File: config.mk
export PLATFORM = sky130hd
export DESIGN_NAME = autobaud_sync
export DESIGN_NICKNAME = d
export VERILOG_FILES = /design/src/rtl/autobaud_pkg.sv /design/src/rtl/autobaud_meter.sv /design/src/rtl/autobaud_divround.sv /design/src/rtl/autobaud_acktx.sv /design/src/rtl/autobaud_hostgate.sv /design/src/rtl/autobaud_sync.sv
export SDC_FILE = /design/constraint.sdc
export NUM_CORES = 1
export LEC_CHECK = 0
export BUFFER_PORTS_ARGS = -buffer_cell sky130_fd_sc_hd__buf_2
export CAP_MARGIN = 20
export CORE_UTILIZATION = 65
export DETAILED_ROUTE_END_ITERATION = 8
export PLACE_DENSITY = 0.92
export SYNTH_ARGS = -nofsm -noshare
export SYNTH_HDL_FRONTEND = slang
export SYNTH_SLANG_ARGS = --single-unit
File: constraint.sdc
create_clock -name clk -period 12 [get_ports clk]
set_clock_uncertainty 0.1 [all_clocks]
set_input_delay 1.8 -clock clk [delete_from_list [all_inputs] [get_ports clk]]
set_output_delay 1.8 -clock clk [all_outputs]
set_load 0.03 [all_outputs]
File: src/rtl/autobaud_pkg.sv
package autobaud_pkg;

   typedef enum logic [2:0] {
      MS_IDLE,
      MS_QUIET,
      MS_ARM,
      MS_LOW,
      MS_HIGH,
      MS_DIP,
      MS_STOP,
      MS_DONE
   } meas_st_e;

   // the sync character keeps the line low for this many bit times
   localparam int SYNC_LOW_BITS = 7;
   // samples per bit of the downstream UART
   localparam int OVS           = 16;
   // start + 8 data + stop
   localparam int FRAME_BITS    = 10;
   // last acknowledgement byte
   localparam logic [7:0] ACK_TAIL = 8'h00;

endpackage

File: src/rtl/autobaud_meter.sv
module autobaud_meter
   import autobaud_pkg::*;
#(
   parameter int CNT_W    = 24,
   parameter int IDLE_MIN = 16
) (
   input  logic             clk,
   input  logic             rst_n,
   input  logic             arm,
   input  logic             rx_s,
   output logic             meas_valid,
   output logic [CNT_W-1:0] low_cnt
);

   localparam int PW = CNT_W + 6;
   localparam logic [CNT_W-1:0] CNT_MAX  = {CNT_W{1'b1}};
   localparam logic [CNT_W-1:0] QUIET_LM = CNT_W'(IDLE_MIN - 1);
   localparam int WIN_MUL = 4 * SYNC_LOW_BITS;

   if (CNT_W < 8) begin : g_bad_cnt
      $error("autobaud_meter: CNT_W must be at least 8");
   end
   if (IDLE_MIN < 2) begin : g_bad_idle
      $error("autobaud_meter: IDLE_MIN must be at least 2");
   end

   meas_st_e         st;
   logic [CNT_W-1:0] cnt;
   logic [CNT_W-1:0] low_q;
   logic [PW-1:0]    run_scaled;
   logic [PW-1:0]    lim_lo;
   logic [PW-1:0]    lim_hi;
   logic             too_short;
   logic             too_long;

   // bit time T = low_q/7 ; window [0.75T, 1.25T] scaled by 28
   assign run_scaled = PW'(cnt) * PW'(WIN_MUL);
   assign lim_lo     = PW'(low_q) * PW'(3);
   assign lim_hi     = PW'(low_q) * PW'(5);
   assign too_short  = run_scaled < lim_lo;
   assign too_long   = run_scaled > lim_hi;
   assign low_cnt    = low_q;

   always_ff @(posedge clk or negedge rst_n) begin
      if (!rst_n) begin
         st         <= MS_IDLE;
         cnt        <= '0;
         low_q      <= '0;
         meas_valid <= 1'b0;
      end else begin
         meas_valid <= 1'b0;
         case (st)
            MS_IDLE: begin
               if (arm) begin
                  st  <= MS_QUIET;
                  cnt <= '0;
               end
            end
            MS_QUIET: begin
               if (!rx_s) begin
                  cnt <= '0;
               end else if (cnt >= QUIET_LM) begin
                  st <= MS_ARM;
               end else begin
                  cnt <= cnt + CNT_W'(1);
               end
            end
            MS_ARM: begin
               if (!rx_s) begin
                  st  <= MS_LOW;
                  cnt <= CNT_W'(1);
               end
            end
            MS_LOW: begin
               if (rx_s) begin
                  low_q <= cnt;
                  st    <= MS_HIGH;
                  cnt   <= CNT_W'(1);
               end else if (cnt == CNT_MAX) begin
                  st  <= MS_QUIET;
                  cnt <= '0;
               end else begin
                  cnt <= cnt + CNT_W'(1);
               end
            end
            MS_HIGH: begin
               if (!rx_s) begin
                  if (too_short) begin
                     st  <= MS_QUIET;
                     cnt <= '0;
                  end else begin
                     st  <= MS_DIP;
                     cnt <= CNT_W'(1);
                  end
               end else if (too_long) begin
                  st  <= MS_QUIET;
                  cnt <= '0;
               end else begin
                  cnt <= cnt + CNT_W'(1);
               end
            end
            MS_DIP: begin
               if (rx_s) begin
                  if (too_short) begin
                     st  <= MS_QUIET;
                     cnt <= '0;
                  end else begin
                     st  <= MS_STOP;
                     cnt <= CNT_W'(1);
                  end
               end else if (too_long) begin
                  st  <= MS_QUIET;
                  cnt <= '0;
               end else begin
                  cnt <= cnt + CNT_W'(1);
               end
            end
            MS_STOP: begin
               if (!rx_s) begin
                  st  <= MS_QUIET;
                  cnt <= '0;
               end else if (!too_short) begin
                  st         <= MS_DONE;
                  meas_valid <= 1'b1;
               end else begin
                  cnt <= cnt + CNT_W'(1);
               end
            end
            default: begin
               st <= MS_DONE;
            end
         endcase
      end
   end


   single_lock_chk: assert property (@(posedge clk) disable iff (!rst_n)
      meas_valid |=> (!meas_valid && st == MS_DONE));

endmodule

File: src/rtl/autobaud_divround.sv
module autobaud_divround #(
   parameter int CNT_W = 24,
   parameter int DIV_W = 16,
   parameter int DENOM = 112,
   parameter int SEQ   = 1
) (
   input  logic             clk,
   input  logic             rst_n,
   input  logic             start,
   input  logic [CNT_W-1:0] dividend,
   output logic             done,
   output logic [DIV_W-1:0] quot
);

   localparam int NW = CNT_W + 1;
   localparam int RW = $clog2(DENOM) + 1;
   localparam int SW = $clog2(NW + 1);
   localparam logic [NW-1:0] HALF  = NW'(DENOM / 2);
   localparam logic [NW-1:0] Q_TOP = NW'({DIV_W{1'b1}});

   if (CNT_W < DIV_W) begin : g_bad_w
      $error("autobaud_divround: CNT_W must not be below DIV_W");
   end
   if (DENOM < 2) begin : g_bad_d
      $error("autobaud_divround: DENOM must be at least 2");
   end

   logic [NW-1:0] num;
   assign num = {1'b0, dividend} + HALF;

   function automatic logic [DIV_W-1:0] clampq(input logic [NW-1:0] q);
      if (q == '0) begin
         return DIV_W'(1);
      end else if (q > Q_TOP) begin
         return {DIV_W{1'b1}};
      end else begin
         return q[DIV_W-1:0];
      end
   endfunction

   if (SEQ == 0) begin : g_comb
      logic [NW-1:0] q_w;
      assign q_w = num / NW'(DENOM);

      always_ff @(posedge clk or negedge rst_n) begin
         if (!rst_n) begin
            done <= 1'b0;
            quot <= '0;
         end else begin
            done <= start;
            if (start) begin
               quot <= clampq(q_w);
            end
         end
      end
   end else begin : g_seq
      logic [NW-1:0] num_sh;
      logic [NW-1:0] quo_sh;
      logic [NW-1:0] q_fin;
      logic [RW-1:0] rem;
      logic [RW-1:0] rem_nx;
      logic [RW-1:0] rem_up;
      logic [SW-1:0] step;
      logic          busy;
      logic          take;

      assign rem_nx = {rem[RW-2:0], num_sh[NW-1]};
      assign take   = rem_nx >= RW'(DENOM);
      assign rem_up = take ? (rem_nx - RW'(DENOM)) : rem_nx;
      assign q_fin  = {quo_sh[NW-2:0], take};

      always_ff @(posedge clk or negedge rst_n) begin
         if (!rst_n) begin
            done   <= 1'b0;
            quot   <= '0;
            num_sh <= '0;
            quo_sh <= '0;
            rem    <= '0;
            step   <= '0;
            busy   <= 1'b0;
         end else begin
            done <= 1'b0;
            if (!busy) begin
               if (start) begin
                  busy   <= 1'b1;
                  num_sh <= num;
                  quo_sh <= '0;
                  rem    <= '0;
                  step   <= '0;
               end
            end else begin
               num_sh <= num_sh << 1;
               rem    <= rem_up;
               quo_sh <= q_fin;
               step   <= step + SW'(1);
               if (step == SW'(NW - 1)) begin
                  busy <= 1'b0;
                  done <= 1'b1;
                  quot <= clampq(q_fin);
               end
            end
         end
      end
   end


   quot_nonzero_chk: assert property (@(posedge clk) disable iff (!rst_n)
      done |-> (quot != '0));

endmodule

File: src/rtl/autobaud_acktx.sv
module autobaud_acktx
   import autobaud_pkg::*;
#(
   parameter int         DIV_W = 16,
   parameter logic [7:0] HEAD  = 8'hBF
) (
   input  logic             clk,
   input  logic             rst_n,
   input  logic             start,
   input  logic [DIV_W-1:0] div,
   output logic             txd,
   output logic             busy,
   output logic             done
);

   localparam int TW = DIV_W + 4;

   if (DIV_W < 2 || DIV_W > 16) begin : g_bad_div
      $error("autobaud_acktx: DIV_W must lie in 2..16");
   end

   logic [DIV_W-1:0] div_q;
   logic [15:0]      div16;
   logic [TW-1:0]    bit_len;
   logic [TW-1:0]    tcnt;
   logic [9:0]       sh;
   logic [3:0]       bitn;
   logic [1:0]       byten;

   assign div16   = 16'(div_q);
   assign bit_len = {div_q, 4'b0000};

   function automatic logic [7:0] ack_byte(input logic [1:0] idx, input logic [15:0] d);
      case (idx)
         2'd0:    return HEAD;
         2'd1:    return d[7:0];
         2'd2:    return d[15:8];
         default: return ACK_TAIL;
      endcase
   endfunction

   always_ff @(posedge clk or negedge rst_n) begin
      if (!rst_n) begin
         busy  <= 1'b0;
         done  <= 1'b0;
         txd   <= 1'b1;
         sh    <= '1;
         tcnt  <= '0;
         bitn  <= '0;
         byten <= '0;
         div_q <= '0;
      end else begin
         done <= 1'b0;
         if (!busy) begin
            if (start) begin
               busy  <= 1'b1;
               div_q <= div;
               byten <= '0;
               bitn  <= '0;
               tcnt  <= '0;
               sh    <= {1'b1, HEAD, 1'b0};
               txd   <= 1'b0;
            end
         end else if (tcnt == bit_len - TW'(1)) begin
            tcnt <= '0;
            if (bitn == 4'd9) begin
               if (byten == 2'd3) begin
                  busy <= 1'b0;
                  done <= 1'b1;
                  txd  <= 1'b1;
               end else begin
                  byten <= byten + 2'd1;
                  bitn  <= '0;
                  sh    <= {1'b1, ack_byte(byten + 2'd1, div16), 1'b0};
                  txd   <= 1'b0;
               end
            end else begin
               bitn <= bitn + 4'd1;
               sh   <= {1'b1, sh[9:1]};
               txd  <= sh[1];
            end
         end else begin
            tcnt <= tcnt + TW'(1);
         end
      end
   end


   idle_high_chk: assert property (@(posedge clk) disable iff (!rst_n)
      !busy |-> txd);

endmodule

File: src/rtl/autobaud_hostgate.sv
module autobaud_hostgate
   import autobaud_pkg::*;
#(
   parameter int DIV_W = 16
) (
   input  logic             clk,
   input  logic             rst_n,
   input  logic             locked,
   input  logic             rx_s,
   input  logic [DIV_W-1:0] div,
   output logic             host_wait
);

   localparam int HW_W = DIV_W + 8;

   logic [HW_W-1:0] hold_len;
   logic [HW_W-1:0] hold_cnt;
   logic            rx_prev;

   assign hold_len = HW_W'(div) * HW_W'(FRAME_BITS * OVS);

   always_ff @(posedge clk or negedge rst_n) begin
      if (!rst_n) begin
         host_wait <= 1'b1;
         hold_cnt  <= '0;
         rx_prev   <= 1'b1;
      end else begin
         rx_prev <= rx_s;
         if (!locked) begin
            host_wait <= 1'b1;
            hold_cnt  <= '0;
         end else if (host_wait) begin
            if (hold_cnt == '0) begin
               host_wait <= 1'b0;
            end else begin
               hold_cnt <= hold_cnt - HW_W'(1);
            end
         end else if (rx_prev && !rx_s) begin
            host_wait <= 1'b1;
            hold_cnt  <= hold_len - HW_W'(1);
         end
      end
   end


   early_release_chk: assert property (@(posedge clk) disable iff (!rst_n)
      $fell(host_wait) |-> locked);

endmodule

File: src/rtl/autobaud_sync.sv
module autobaud_sync
   import autobaud_pkg::*;
#(
   parameter int         CNT_W       = 24,
   parameter int         DIV_W       = 16,
   parameter int         SYNC_STAGES = 2,
   parameter int         IDLE_MIN    = 16,
   parameter logic [7:0] ACK_HEAD    = 8'hBF,
   parameter int         DIV_SEQ     = 1
) (
   input  logic             clk,
   input  logic             rst_n,
   input  logic             arm,
   input  logic             rxd,
   output logic             txd,
   output logic             host_wait,
   output logic [DIV_W-1:0] divisor,
   output logic             locked
);

   localparam int DENOM = OVS * SYNC_LOW_BITS;

   if (SYNC_STAGES < 1) begin : g_bad_sync
      $error("autobaud_sync: SYNC_STAGES must be at least 1");
   end

   logic [SYNC_STAGES-1:0] sync_q;
   logic                   rx_s;
   logic                   meas_valid;
   logic [CNT_W-1:0]       low_cnt;
   logic                   div_done;
   logic [DIV_W-1:0]       div_val;
   logic                   tx_busy;
   logic                   tx_done;

   if (SYNC_STAGES == 1) begin : g_sync1
      always_ff @(posedge clk or negedge rst_n) begin
         if (!rst_n) sync_q <= '1;
         else        sync_q <= rxd;
      end
   end else begin : g_syncn
      always_ff @(posedge clk or negedge rst_n) begin
         if (!rst_n) sync_q <= '1;
         else        sync_q <= {sync_q[SYNC_STAGES-2:0], rxd};
      end
   end
   assign rx_s = sync_q[SYNC_STAGES-1];

   autobaud_meter #(
      .CNT_W    (CNT_W),
      .IDLE_MIN (IDLE_MIN)
   ) meter_i (
      .clk        (clk),
      .rst_n      (rst_n),
      .arm        (arm),
      .rx_s       (rx_s),
      .meas_valid (meas_valid),
      .low_cnt    (low_cnt)
   );

   autobaud_divround #(
      .CNT_W (CNT_W),
      .DIV_W (DIV_W),
      .DENOM (DENOM),
      .SEQ   (DIV_SEQ)
   ) div_i (
      .clk      (clk),
      .rst_n    (rst_n),
      .start    (meas_valid),
      .dividend (low_cnt),
      .done     (div_done),
      .quot     (div_val)
   );

   autobaud_acktx #(
      .DIV_W (DIV_W),
      .HEAD  (ACK_HEAD)
   ) ack_i (
      .clk   (clk),
      .rst_n (rst_n),
      .start (div_done),
      .div   (div_val),
      .txd   (txd),
      .busy  (tx_busy),
      .done  (tx_done)
   );

   autobaud_hostgate #(
      .DIV_W (DIV_W)
   ) gate_i (
      .clk       (clk),
      .rst_n     (rst_n),
      .locked    (locked),
      .rx_s      (rx_s),
      .div       (divisor),
      .host_wait (host_wait)
   );

   always_ff @(posedge clk or negedge rst_n) begin
      if (!rst_n) begin
         divisor <= '0;
         locked  <= 1'b0;
      end else begin
         if (div_done) divisor <= div_val;
         if (tx_done)  locked  <= 1'b1;
      end
   end


   lock_sticky_chk: assert property (@(posedge clk) disable iff (!rst_n)
      locked |=> locked);


   lock_after_ack_chk: assert property (@(posedge clk) disable iff (!rst_n)
      $rose(locked) |-> (txd && !tx_busy));


   wait_before_lock_chk: assert property (@(posedge clk) disable iff (!rst_n)
      !locked |-> host_wait);


   divisor_valid_chk: assert property (@(posedge clk) disable iff (!rst_n)
      locked |-> (divisor != '0));

endmodule

After elaboration in Yosys (flattened, before gate mapping)
Cells that the tools add are included.
- $add $sub $neg: 10
- multiply operators: 4
- magnitude comparators: 5
- equal/unequal tests: 27
- multiplexer cells: 86
- bitwise operators: 1
- reductions and logical operators: 18
- operators with widths (kind ; count):
    $mux W24 ; 17
    $pmux W24 S7 ; 1
    $mux W20 ; 3
    $mul A24 B3 Y27 const B ; 2
    $mux W10 ; 5
    $mux W25 ; 2
    $sub A24 B1 Y24 const B ; 2
    $mux W3 ; 13
    $mux W16 ; 2
    $gt A29 B27 Y1 ; 1
    $lt A29 B26 Y1 ; 1
    $mul A24 B2 Y26 const B ; 1
    $mux W1 ; 26
    $add A24 B6 Y25 const B ; 1
    $gt A25 B16 Y1 const B ; 1
    $logic_not A25 Y1 ; 1
    $add A24 B1 Y24 const B ; 1
    $eq A24 B24 Y1 const B ; 1
    $ge A24 B4 Y1 const B ; 1
    $logic_not A24 Y1 ; 1
    $pmux W8 S3 ; 1
    $mux W7 ; 3
    $pmux W3 S7 ; 1
    $add A20 B1 Y20 const B ; 1
    35 further kinds ; 62
- register bits: 231
- input port bits: 4

Longest topological paths before layout
Gate-level depths: netlist of the first run.
- depth after elaboration: 7
- gate-level depth with buffers: 27
- mapped depth without buffers: 26

By module
From an unflattened synthesis of the first run, not the netlist that was laid out.
- cell total of the unflattened synthesis: 2144
- area, all modules: 19408.6 um^2
- modules (own cells, without submodules) (module ; times used ; cells an instance ; area each (um^2) ; seq. area each (um^2)):
    autobaud_meter ; 1 ; 948 ; 8261.7 ; 1301.2
    autobaud_divround ; 1 ; 406 ; 4000.1 ; 1976.9
    autobaud_acktx ; 1 ; 385 ; 3490.8 ; 1337.5
    autobaud_hostgate ; 1 ; 367 ; 2922.8 ; 653.1
    autobaud_sync ; 1 ; 38 ; 733.2 ; 478.0

Least setup slack after synthesis of the first run
OpenSTA, ideal clock, no wires.
- path kind: register -> register
- from: register meter_i.low_q[1], in the netlist meter_i.low_cnt[1]
- to: register meter_i.cnt[22]
- setup time: 0.123 ns
- arrival: 5.482 ns
- required time: 11.777 ns
- path slack: 6.296 ns
- stages on the path, launching flop included: 28
- clock period less this slack: 5.704 ns
- cell sequence: dfrtp_1 > ha_1 > ha_1 > inv_1 > fa_1 > nor2b_1 > o21ai_0 > a21oi_1 > o21ai_0 > o21ai_0 > a41oi_1 > and2_1 > o31ai_1 > a21oi_1 > xor2_1 > ha_1 > nand2_1 > o41ai_1 > o21ai_0 > a21oi_1 > a211oi_1 > o31ai_1 > a21oi_1 > o311a_1 > o31a_1 > nor3_4 > buf_6 > nor3_1
- word-level cells in the longest chain between the ends: 5
- elaborated cells between the ends (all ways): 10
- classes of those cells: 2 x mul; 2 x order compare; 1 x eq/ne; 4 x mux; 1 x reduce/logical
- RTL lines (item ; RTL line ; text):
    start, declared ; autobaud_meter.sv:29 ; logic [CNT_W-1:0] low_q;
    start signal, assigned ; autobaud_meter.sv:76 ; low_q <= cnt;
    $mul A24 B3 Y27 ; autobaud_meter.sv:39 ; assign lim_hi = PW'(low_q) * PW'(5);
    $gt A29 B27 Y1 ; autobaud_meter.sv:41 ; assign too_long = run_scaled > lim_hi;
    $mux W24 ; autobaud_meter.sv:95, autobaud_meter.sv:111 ;
    $mux W24 (on tied branches) ; autobaud_meter.sv:103, autobaud_meter.sv:87 ;
    $pmux W24 S7 ; autobaud_meter.sv:52 ; case (st)
    end signal, assigned ; autobaud_meter.sv:65 ; cnt <= cnt + CNT_W'(1);
    end signal, assigned ; autobaud_meter.sv:99 ; cnt <= cnt + CNT_W'(1);
    end signal, assigned ; autobaud_meter.sv:115 ; cnt <= cnt + CNT_W'(1);
    end, declared ; autobaud_meter.sv:28 ; logic [CNT_W-1:0] cnt;
Parallel ways exist; a longest one is shown, timed or not.
A chain may end at the register's enable or synchronous reset.

Worst setup path in the final report of the first run
- from: register meter_i.low_q[1], in the netlist meter_i.low_cnt[1]
- to: register meter_i.cnt[5]
The elaborated chain is that of the path after synthesis.

==> results of run 1 <==
worst paths after layout:
| kind | start | endpoint | slack (ns) | cells past startpoint |
|---|---|---|---|---|
| min in group asynchronous | rst_n | gate_i.hold_cnt[14] | 1.15 | 1 |
| worst min-delay path | sync_q[0] | sync_q[1] | 0.25 | 0 |
| max in group asynchronous | rst_n | meter_i.meas_valid | 9.08 | 2 |
| worst max register to register | meter_i.low_cnt[1] | meter_i.cnt[5] | 5.05 | 26 |
| worst max-delay path | meter_i.low_cnt[1] | meter_i.cnt[5] | 5.05 | 26 |
| worst min register to register | sync_q[0] | sync_q[1] | 0.25 | 0 |
power breakdown:
| part | internal, W | leakage (nW) | switching, W | total (W) |
|---|---|---|---|---|
| registers | 0.000848 | 3.12 | 0.0000794 | 0.000927 |
| logic | 0.000264 | 6.13 | 0.000422 | 0.000686 |
| clock network | 0.000527 | 0.459 | 0.000354 | 0.000880 |
cell families after synthesis:
group | after synthesis | synth area share, %
compound gates | 583 | 19.5
xor+xnor | 120 | 5.69
fa+ha+maj | 250 | 18.0
buf+inv | 166 | 3.46
flops | 229 | 31.1
mux | 62 | 3.63
simple gates | 701 | 18.6
worst reg2reg max path: cells and delay by family (launching register included):
kind,cells,cell delay (ns)
and+or+nand+nor,4,1.16
DFF,1,0.48
adders and majority gates,4,1.25
AOI/OAI and AO/OA,16,3.54
buffers and inverters,1,0.08
xor gates and xnor gates,1,0.16
routing by layer:
metal | global-route usage (%) | share of wire, % | vias up
met4 | 13.4 | 4.0 | 0
li1 | - | - | 7549
met2 | 54.7 | 49 | 594
met3 | 4.19 | 5.2 | 138
met1 | 38.4 | 41 | 7781
met5 | 0 | 0 | -
placed cells by master, fill, tap and decap left out, drive strengths merged, types with 14 or more instances in the layout:
| master | count |
|---|---|
| o21a | 14 |
| and3 | 31 |
| nor4 | 14 |
| inv | 105 |
| nor2b | 17 |
| or3 | 16 |
| buf | 30 |
| fa | 27 |
| mux2 | 36 |
| nor3 | 65 |
| o31ai | 16 |
| a21o | 33 |
| o21ai | 231 |
| xnor2 | 69 |
| a21oi | 126 |
| ha | 223 |
| nor2 | 141 |
| nand4 | 16 |
| dfrtp | 216 |
| xor2 | 51 |
| a211oi | 17 |
| clkbuf | 29 |
| nand2 | 236 |
| o22ai | 16 |
| mux2i | 26 |
| a31oi | 21 |
| nand2b | 61 |
| nand3 | 57 |
synthesized netlist by cell type (14+ instances only):
library cell | n | area, um2
nand2_1 | 236 | 886
o21ai_0 | 224 | 1120
ha_1 | 223 | 2790
dfrtp_1 | 216 | 5410
nor2_1 | 141 | 529
a21oi_1 | 126 | 631
inv_1 | 99 | 372
xnor2_1 | 69 | 604
clkbuf_1 | 61 | 229
nand2b_1 | 61 | 382
nand3_1 | 57 | 285
nor3_1 | 54 | 270
xor2_1 | 51 | 447
mux2_2 | 35 | 394
a21o_1 | 33 | 248
and3_1 | 31 | 194
fa_1 | 27 | 541
mux2i_1 | 26 | 260
a31oi_1 | 21 | 131
nor2b_1 | 17 | 106
o22ai_1 | 16 | 100
o31ai_1 | 16 | 120
or3_1 | 16 | 100
a211oi_1 | 15 | 113
nand4_1 | 15 | 93.8
o21a_1 | 14 | 105
registers in the layout, indices dropped and copies added, names as in the netlist, 2 cells and up:
signal              cells
div_i.g_seq.num_sh     25
div_i.g_seq.quo_sh     24
gate_i.hold_cnt        24
meter_i.cnt            24
meter_i.low_cnt        24
ack_i.tcnt             20
ack_i.div16            16
div_i.quot             16
divisor                16
ack_i.sh                8
div_i.g_seq.rem         7
div_i.g_seq.step        5
ack_i.bitn              4
meter_i.st              3
ack_i.byten             2
sync_q                  2
final cells by class:
type,count,area [um2]
tap,378,473
fill,1987,8040
clock buffer,29,682
timing repair buffer,30,188
clock inverter,19,272
sequential,229,5750
multi-input combinational,1716,12100
inverter,100,375
through the flow:
| stage | instances | utilization, % |
|---|---|---|
| after floorplan | 2111 | - |
| after global placement | 2452 | 67.7 |
| after detailed placement | 2452 | 67.7 |
| after CTS | 2500 | 71.1 |
| after global routing | 2501 | 71.1 |
| final | 2501 | 71.1 |
==> metrics, run 1 <==
Setup Slack @ Placement 5.22 ns; worst vdd ir roughly 0.16 mV; fraction of layout cells with a size suffix above 1 7.63%; setup repair after global routing missed its margin false; wire length of the first global-routing pass 74,700 um; final estimated routing congestion in global placement 0.926; initial standard-cell utilization of the core 66.3%; buffering stage count on the worst path with inverters included 1; number of enable flip-flop cells after synthesis 0; routed length per placed instance between 15 and 20 um; post-route total power 0.00249 W; Starting DRT DRC Count 1,342; Slew Viols, Final 0; run status completed; Power per Cell Area 126 nW/um2; total global routing overflow 0; worst skew pair latency 0.55 ns; total setup buffers inserted after CTS 0; area of all placed cells without fillers 19,800 um2; Post-Syn Instances 2,111; # setup viols final 0; number of iterations in the first detailed-routing pass 9; Final #Nets 2,357; leakage power summed over all cells 9.71 nW; initial antenna violation count 0; sum of net half-perimeters after detailed placement ~32,000 um; cell at the root of the clock tree clkbuf_16; horizontal extent of the die 171 um; Post-synth top flop dfrtp_1; dominant delay contributor by cell family on the critical path compound AO/OA/AOI/OAI gates; count of pins on the block boundary 23; TritonCTS clock tree done; sequential element share of the synthesized area 31.1%; arrival time of the worst setup path 7.21 ns; antenna viol nets, final 0; fraction of registers with async set/reset 100%; critical path launch point type flip-flop; final worst slack 5.05 ns; category of the worst setup path capture point flip-flop; slowest cell on the critical path nor3_4; Hold Slack about 0.25 ns; synthesis-to-finish area growth 7.36%; Clk pin slew, worst setup/hold paths 0.06 ns; share of the cycle needed by the critical path after routing between 50 and 60%; Hold-fix buffers, CTS 0; clock period minus worst slack 6.95 ns; clk sinks 229; vertical die dimension 171 um; Worst slew margin 32.0%; Achievable Freq around 0.14 GHz; pin count of the biggest net entering global routing 122; total nets after synthesis 2,365; number of buffers created by CTS 26; # port buffers 22; max incr delay on CP 0.72 ns; final hold violations 0; number of vias after detailed routing 16,100; Req. time, crit path ~12 ns; Fin Setup TNS 0 ns; DIE AREA 29,100 um2; synthesis warning total 0; average footprint of a synthesized cell 8.74 um2; Mapped Area 18,500 um2; routed wire length 44,700 um; max-cap violation count 0; number of buffers on the longest clock path 3; Core Rows 61; H-Tree Level Count 1; floorplan core area 27,900 um2; number of vias per cell 6.42; # resized after CTS 0; synthesized flop and latch total 229; critical path class flip-flop to flip-flop; Overall Global Routing Usage 31.2%; Ant. Diodes 0; DRC violation count after routing 0; Crit Path Max Fanout 19; number of library cell types mapped by synthesis 82; Worst Max-Slew Pin Slew 1.02 ns; Hold Path Class flip-flop to flip-flop; Cell Area, Placed 18,800 um2; via count of the first global-routing pass 15,800
Power figures use the tool's default switching activity.
==> run 2, diff against run 1 <==
--- a/config.mk
+++ b/config.mk
@@ -5,11 +5,12 @@
 export SDC_FILE = /design/constraint.sdc
 export NUM_CORES = 1
 export LEC_CHECK = 0
+export ABC_AREA = 1
 export BUFFER_PORTS_ARGS = -buffer_cell sky130_fd_sc_hd__buf_2
 export CAP_MARGIN = 20
-export CORE_UTILIZATION = 65
+export CORE_UTILIZATION = 59
 export DETAILED_ROUTE_END_ITERATION = 8
-export PLACE_DENSITY = 0.92
+export PLACE_DENSITY = 0.88
 export SYNTH_ARGS = -nofsm -noshare
 export SYNTH_HDL_FRONTEND = slang
 export SYNTH_SLANG_ARGS = --single-unit
==> constraint.sdc (replaced) <==
create_clock -name clk -period 5.7 [get_ports clk]
set_clock_uncertainty 0.1 [all_clocks]
set_input_delay 0.855 -clock clk [delete_from_list [all_inputs] [get_ports clk]]
set_output_delay 0.855 -clock clk [all_outputs]
set_load 0.03 [all_outputs]
==> metrics, run 2 <==
run status completed; number of fill cells in the layout 2,446 (+23%); DIE AREA 31,800 um2 (+9.3%); Clock power frac 31.4% (-3.9 points); number of library cell types mapped by synthesis 65 (-21%); number of iterations in the first detailed-routing pass 5 (-4); Core Rows 64 (+4.9%); area of all placed cells without fillers 19,800 um2 (about the same); cell type with the largest total area after synthesis dfrtp_1; total nets after synthesis 2,600 (+9.9%); # port buffers 22 (unchanged); routed length per placed instance 15.8 um (-12%); Req. time, crit path 6.07 ns (-6.19 ns); worst skew pair latency 0.56 ns (about the same); average footprint of a synthesized cell 7.82 um2 (-11%); Fin Setup TNS 0 ns (unchanged); number of flip-flops in the largest register 25 (unchanged); Slew Viols, Final 0 (unchanged); final estimated routing congestion in global placement 0.925 (about the same); Hold Path Class input pin to asynchronous set/reset pin; number of buffers on the longest clock path 3 (unchanged); Post-synth top flop dfrtp_1; Hold Slack 0.256 ns (+0.00187 ns); leading cell types by count after synthesis nand2_1, inv_1, ha_1; wire length of the first global-routing pass 73,600 um (-1.4%); Sw Share 39.6% (+5.4 points); max-cap violation count 0 (unchanged); Hold-fix buffers, CTS 0 (unchanged); area share of the leading cell type in the synthesized netlist 29.5% (+0.20 points); clk sinks 229 (unchanged); synthesis-to-finish area growth 8.18%; synthesis warning total 0 (unchanged); Area contributors post-synth dfrtp_1, ha_1, nand2_1, inv_1, xor2_1; highest-count cells in the layout ignoring fill and taps nand2_1, inv_1, ha_1; Clk pin slew, worst setup/hold paths 0.06 ns (about the same); number of buffers created by CTS 27 (+3.8%); synthesized flop and latch total 229 (unchanged); floorplan core area 30,600 um2 (+9.8%); combinational power share 37.1% (+9.6 points); # resized after CTS 0 (unchanged); Ant. Diodes 0 (unchanged); total global routing overflow 0 (unchanged); critical path class flip-flop to flip-flop; Flop pwr share 31.5% (-5.7 points); pin count of the biggest net entering global routing 126 (+3.3%); Post-Syn Instances 2,346 (+11%); number of vias per cell 5.79 (-9.9%); setup repair after global routing missed its margin true; Cell Area, Placed 18,800 um2 (-0.14%); antenna viol nets, final 0 (unchanged); Worst slew margin 28.8% (-3.2 points); H-Tree Level Count 1 (unchanged); final worst slack 0.445 ns (-4.60 ns); Starting DRT DRC Count 1,309 (-2.5%); initial standard-cell utilization of the core 59.9% (-6.3 points); largest register by flop count div_i.g_seq.num_sh; share of the cycle needed by the critical path after routing 92.2% (+34 points); initial antenna violation count 0 (unchanged); total setup buffers inserted after CTS 0 (unchanged); # setup viols final 0 (unchanged); cell at the root of the clock tree clkbuf_16; fraction of layout cells with a size suffix above 1 5.72% (-1.9 points); leading cell type in the layout, fill and taps excluded nand2_1; arrival time of the worst setup path 5.62 ns (-1.59 ns); critical path launch point type flip-flop; number of enable flip-flop cells after synthesis 0 (unchanged); via count of the first global-routing pass 15,700 (-0.18%); Achievable Freq 0.190 GHz (+32%); Final #Nets 2,610 (+11%); routed wire length 43,900 um (-2.0%); DRC violation count after routing 0 (unchanged); worst vdd ir 0.191 mV (+17%); category of the worst setup path capture point flip-flop; clock period minus worst slack 5.26 ns (-1.70 ns); Setup Slack @ Placement 0.419 ns (-4.80 ns); Crit Path Max Fanout 23 (+4); sum of net half-perimeters after detailed placement 32,200 um (+0.44%); fraction of registers with async set/reset 100% (unchanged); horizontal extent of the die 178 um (+4.6%); sequential element share of the synthesized area 31.3% (+0.21 points); most repeated cell in the gate-level netlist after synthesis nand2_1; vertical die dimension 178 um (+4.6%); Power per Cell Area 308 nW/um2 (+140%); Worst Max-Slew Pin Slew 1.07 ns (+0.0479 ns); Overall Global Routing Usage 28.3% (-2.9 points); number of vias after detailed routing 16,000 (-0.093%); leakage power summed over all cells 10.1 nW (+4.1%); Mapped Area 18,300 um2 (-0.66%); cell internal power dissipation 0.00369 W (+120%); Net Sw Power 0.00242 W (+180%); TritonCTS clock tree done; final hold violations 0 (unchanged); count of pins on the block boundary 23 (unchanged)
## run 2: changes by cell type after synthesis, moves of 30 or more
cell / previous run / this run
o21ai_0: 224 / 182
nand3_1: 57 / 95
xor2_1: 51 / 121
nand2b_1: 61 / 0
mux2_2: 35 / 0
nand2_1: 236 / 456
xnor2_1: 69 / 39
inv_1: 99 / 323
o22ai_1: 16 / 62
## run 2: layout make-up
class	instances	area (um2)	share of cell area, %
Tap cell	396	495	2.50
Sequential cell	229	5750	29.0
Clock inverter	13	196	0.990
Clock buffer	37	803	4.05
Timing Repair Buffer	30	196	0.990
Multi-Input combinational cell	1738	11200	56.2
Inverter	330	1240	6.25
## run 2: kinds of logic after synthesis
kind of cell | count (synthesis) | synth area share (%)
AND/OR/NAND/NOR | 828 | 19.4
AO/OA/AOI/OAI | 498 | 15.3
buffers and inverters | 379 | 7.97
adder cells (fa/ha/maj) | 250 | 18.2
flip-flops | 229 | 31.3
XOR/XNOR | 161 | 7.73
multiplexers | 1 | 0.0546
## run 2: final timing paths
kind,end,slack [ns],cells past startpoint,from
setup / recovery,meter_i.cnt[2],0.44,27,meter_i.cnt[2]
hold / removal,gate_i.hold_cnt[7],0.26,1,rst_n
setup reg to reg,meter_i.cnt[2],0.44,27,meter_i.cnt[2]
hold reg to reg,sync_q[1],0.26,0,sync_q[0]
max in group asynchronous,meter_i.cnt[5],4.14,2,rst_n
min in group clk,sync_q[1],0.26,0,sync_q[0]
## run 2: layer usage
metal,vias up,routed length (um),global-route usage [%]
li1,7839,-,-
met4,0,1510,10.1
met2,469,21400,50.3
met5,-,0,0
met1,7649,18600,35.5
met3,90,2280,3.18
## run 2: metrics by stage
stage / instances / util (%) / total power, W
2_1_floorplan: 2346 / - / 0.00361
3_3_place_gp: 2723 / 61.5 / 0.00406
3_5_place_dp: 2723 / 61.5 / 0.00416
4_1_cts: 2773 / 64.8 / 0.00609
5_1_grt: 2773 / 64.8 / 0.00648
6_report: 2773 / 64.8 / 0.00611
## run 2: power groups by stage
stage	combinational [W]	sequential [W]	clock, W
after CTS	0.00223	0.00192	0.00194
after floorplan	0.00166	0.00195	0
after detailed placement	0.00221	0.00195	0
after global placement	0.00212	0.00194	0
after global routing	0.00253	0.00194	0.00200
final	0.00227	0.00193	0.00192
## run 2: worst max-delay path, stage by stage, from the launching register on
cell and delay, ns:
dfrtp_1 0.51, fa_1 0.54, ha_1 0.17, inv_1 0.08, fa_1 0.41, nor2_1 0.20, a21oi_1 0.13, inv_1 0.07
a31oi_1 0.11, nor2_1 0.11, nor2_1 0.08, nor2_1 0.09, nor2_1 0.07, o31ai_1 0.29, xor2_1 0.15, ha_1 0.32
nand2_1 0.07, inv_1 0.06, nand3_1 0.10, nor4_1 0.31, nand4_1 0.13, nor2_1 0.12, nand3_1 0.09, nand2_2 0.13
nand2_1 0.10, o211ai_4 0.29, nand2_1 0.12, o21ai_0 0.19
==> run 3, diff against run 2 <==
--- a/config.mk
+++ b/config.mk
@@ -13,4 +13,5 @@
 export PLACE_DENSITY = 0.88
 export SYNTH_ARGS = -nofsm -noshare
 export SYNTH_HDL_FRONTEND = slang
+export SYNTH_HIERARCHICAL = 1
 export SYNTH_SLANG_ARGS = --single-unit
==> metrics, run 3 <==
share of the cycle needed by the critical path after routing 90.1% (-2.1 points); leakage power summed over all cells 11.3 nW (+12%); leading cell type in the layout, fill and taps excluded nand2_1; number of vias per cell 5.78 (-0.16%); final hold violations 0 (unchanged); floorplan core area 33,400 um2 (+9.3%); synthesis-to-finish area growth 6.49%; Ant. Diodes 0 (unchanged); Final Instance Count excl. Fillers 3,084 (+11%); DIE AREA 34,600 um2 (+8.9%); destination of the worst register-to-register timing path meter_i/cnt[13]; Clk pin slew, worst setup/hold paths 0.06 ns (about the same); register-to-register path setup slack 0.57 ns (+0.12 ns); setup repair after global routing missed its margin false; fraction of layout cells with a size suffix above 1 11.4% (+5.7 points); H-Tree Level Count 1 (unchanged); synthesized flop and latch total 229 (unchanged); Post-Syn Instances 2,618 (+12%); clk sinks 229 (unchanged); reg2reg start meter_i/low_cnt[1]; wire length of the first global-routing pass 81,100 um (+10%); average footprint of a synthesized cell 7.63 um2 (-2.3%); pin count of the biggest net entering global routing 120 (-4.8%); arrival time of the worst setup path 5.46 ns (-0.16 ns); max incr delay on CP 0.47 ns (-0.07 ns); vertical die dimension 186 um (+4.3%); # port buffers 22 (unchanged); Post-synth top flop dfrtp_1; Power per Cell Area 233 nW/um2 (-24%); number of iterations in the first detailed-routing pass 8 (+3); run status completed; critical path class flip-flop to flip-flop; Slew Viols, Final 0 (unchanged); synthesis warning total 6 (+6); crit-path most repeated cell nand2_1; post-route total power 0.00496 W (-19%); antenna viol nets, final 0 (unchanged); Achievable Freq 0.195 GHz (+2.4%); initial antenna violation count 0 (unchanged); number of fill cells in the layout 2,779 (+14%); number of library cell types mapped by synthesis 67 (+3.1%); Area contributors post-synth dfrtp_1, ha_1, nand2_1, inv_1, xor2_1; clock period minus worst slack 5.13 ns (-0.121 ns); sequential element share of the synthesized area 28.8% (-2.6 points); Final #Nets 2,867 (+9.8%); slowest cell on the critical path dfrtp_1; leading cell types by count after synthesis nand2_1, inv_1, ha_1; max-cap violation count 0 (unchanged); cell at the root of the clock tree clkbuf_16; number of flip-flops in the largest register 25 (unchanged); count of pins on the block boundary 23 (unchanged); Mapped Area 20,000 um2 (+9.0%); total setup buffers inserted after CTS 0 (unchanged); Starting DRT DRC Count 1,289 (-1.5%); Fin Setup TNS 0 ns (unchanged); horizontal extent of the die 186 um (+4.3%); # setup viols final 0 (unchanged); worst vdd ir 0.273 mV (+43%); via count of the first global-routing pass 17,100 (+8.6%); Req. time, crit path 6.02 ns (-0.05 ns); number of enable flip-flop cells after synthesis 0 (unchanged); initial standard-cell utilization of the core 59.7% (-0.20 points); cell type with the largest total area after synthesis dfrtp_1; total global routing overflow 0 (unchanged); category of the worst setup path capture point flip-flop; worst skew pair latency 0.57 ns (about the same); routed wire length 49,400 um (+13%); number of vias after detailed routing 17,800 (+11%); routed length per placed instance 16.0 um (+1.2%); Hold-fix buffers, CTS 0 (unchanged); Overall Global Routing Usage 28.9% (+0.53 points); area share of the leading cell type in the synthesized netlist 27.1% (-2.4 points); fraction of registers with async set/reset 100% (unchanged); critical path launch point type flip-flop; Worst Max-Slew Pin Slew 0.944 ns (-0.124 ns); number of buffers on the longest clock path 3 (unchanged); largest register by flop count div_i/g_seq.num_sh; DRC violation count after routing 0 (unchanged); most repeated cell in the gate-level netlist after synthesis nand2_1; Core Rows 67 (+4.7%); Worst slew margin 37.1% (+8.3 points); number of buffers created by CTS 26 (-3.7%); highest-count cells in the layout ignoring fill and taps nand2_1, inv_1, ha_1; # resized after CTS 0 (unchanged); R2R cell count 28 (+3.7%); final estimated routing congestion in global placement 0.977 (+5.7%); Hold Path Class input pin to asynchronous set/reset pin; Crit Path Max Fanout 12 (-48%); number of cells in the design after placement 3,035 (+11%); total nets after synthesis 2,869 (+10%); sum of net half-perimeters after detailed placement 36,900 um (+14%); TritonCTS clock tree done
## run 3: changes by cell type after synthesis, sizes merged, moves of 7 or more
cell	previous run	this run
nor2	159	203
nor3	41	31
o211ai	16	6
o21ai	205	166
nand3	96	168
buf	12	35
clkbuf	37	23
nand2	468	696
a31oi	17	10
xor2	122	84
nand4	37	58
## run 3: kinds of logic after synthesis
family	share of synthesized area [%]
xor+xnor	5.52
simple gates	28.2
fa+ha+maj	16.5
mux	0.0564
buf+inv	8.08
compound gates	12.9
flops	28.8
## run 3: worst max-delay path by stage
stage                       startpoint               to  slack (ns)  cells after the start
floorplan               meter_i/cnt[0]  meter_i/cnt[10]        1.42                     28
global placement    meter_i/low_cnt[1]   meter_i/cnt[5]        0.80                     28
detailed placement  meter_i/low_cnt[1]   meter_i/cnt[5]        0.62                     28
CTS                 meter_i/low_cnt[1]  meter_i/cnt[13]        0.58                     28
global route        meter_i/low_cnt[1]   meter_i/cnt[5]        0.03                     28
finish              meter_i/low_cnt[1]  meter_i/cnt[13]        0.57                     28
## run 3: layout make-up
class                   count  area (um2)  area share (%)
flip-flops and latches    229        5750            27.0
multi-input cells        2001       12600            59.4
well taps                 448         561            2.63
inverters                 331        1250            5.86
repair buffers             27         170           0.800
clock buffers              36         748            3.52
clock inverters            12         166           0.782
## run 3: power by group
part | switching [W] | internal [W] | leakage, nW | total [W]
Clock | 0.000722 | 0.00106 | 0.437 | 0.00178
Combinational | 0.000961 | 0.000413 | 7.74 | 0.00137
Sequential | 0.0000863 | 0.00172 | 3.14 | 0.00180
Total | 0.00177 | 0.00319 | 11.3 | 0.00496
## run 3: metal layers
layer	part of all wire [%]	up-vias	GRT usage, %
li1	-	8658	-
met1	42	8472	35.1
met2	48	535	50.6
met3	5.0	154	3.78
met4	4.7	0	13.2
met5	0	-	0
## run 3: worst max-delay path: cells and delay by family (launching register included)
kind	cells	cell delay [ns]
compound gates	8	1.42
fa+ha+maj	4	1.22
simple gates	14	1.57
buf+inv	1	0.07
xor+xnor	1	0.14
flops	1	0.47
## run 3: per-stage QoR
stage	hold WS, ns	setup WS [ns]	area, um2	util, %
floorplan	0.245	1.42	20000	-
global placement	0.249	0.798	20300	60.8
detailed placement	0.249	0.615	20300	60.8
CTS	0.258	0.578	21300	63.6
global route	0.263	0.0344	21300	63.6
finish	0.243	0.566	21300	63.6
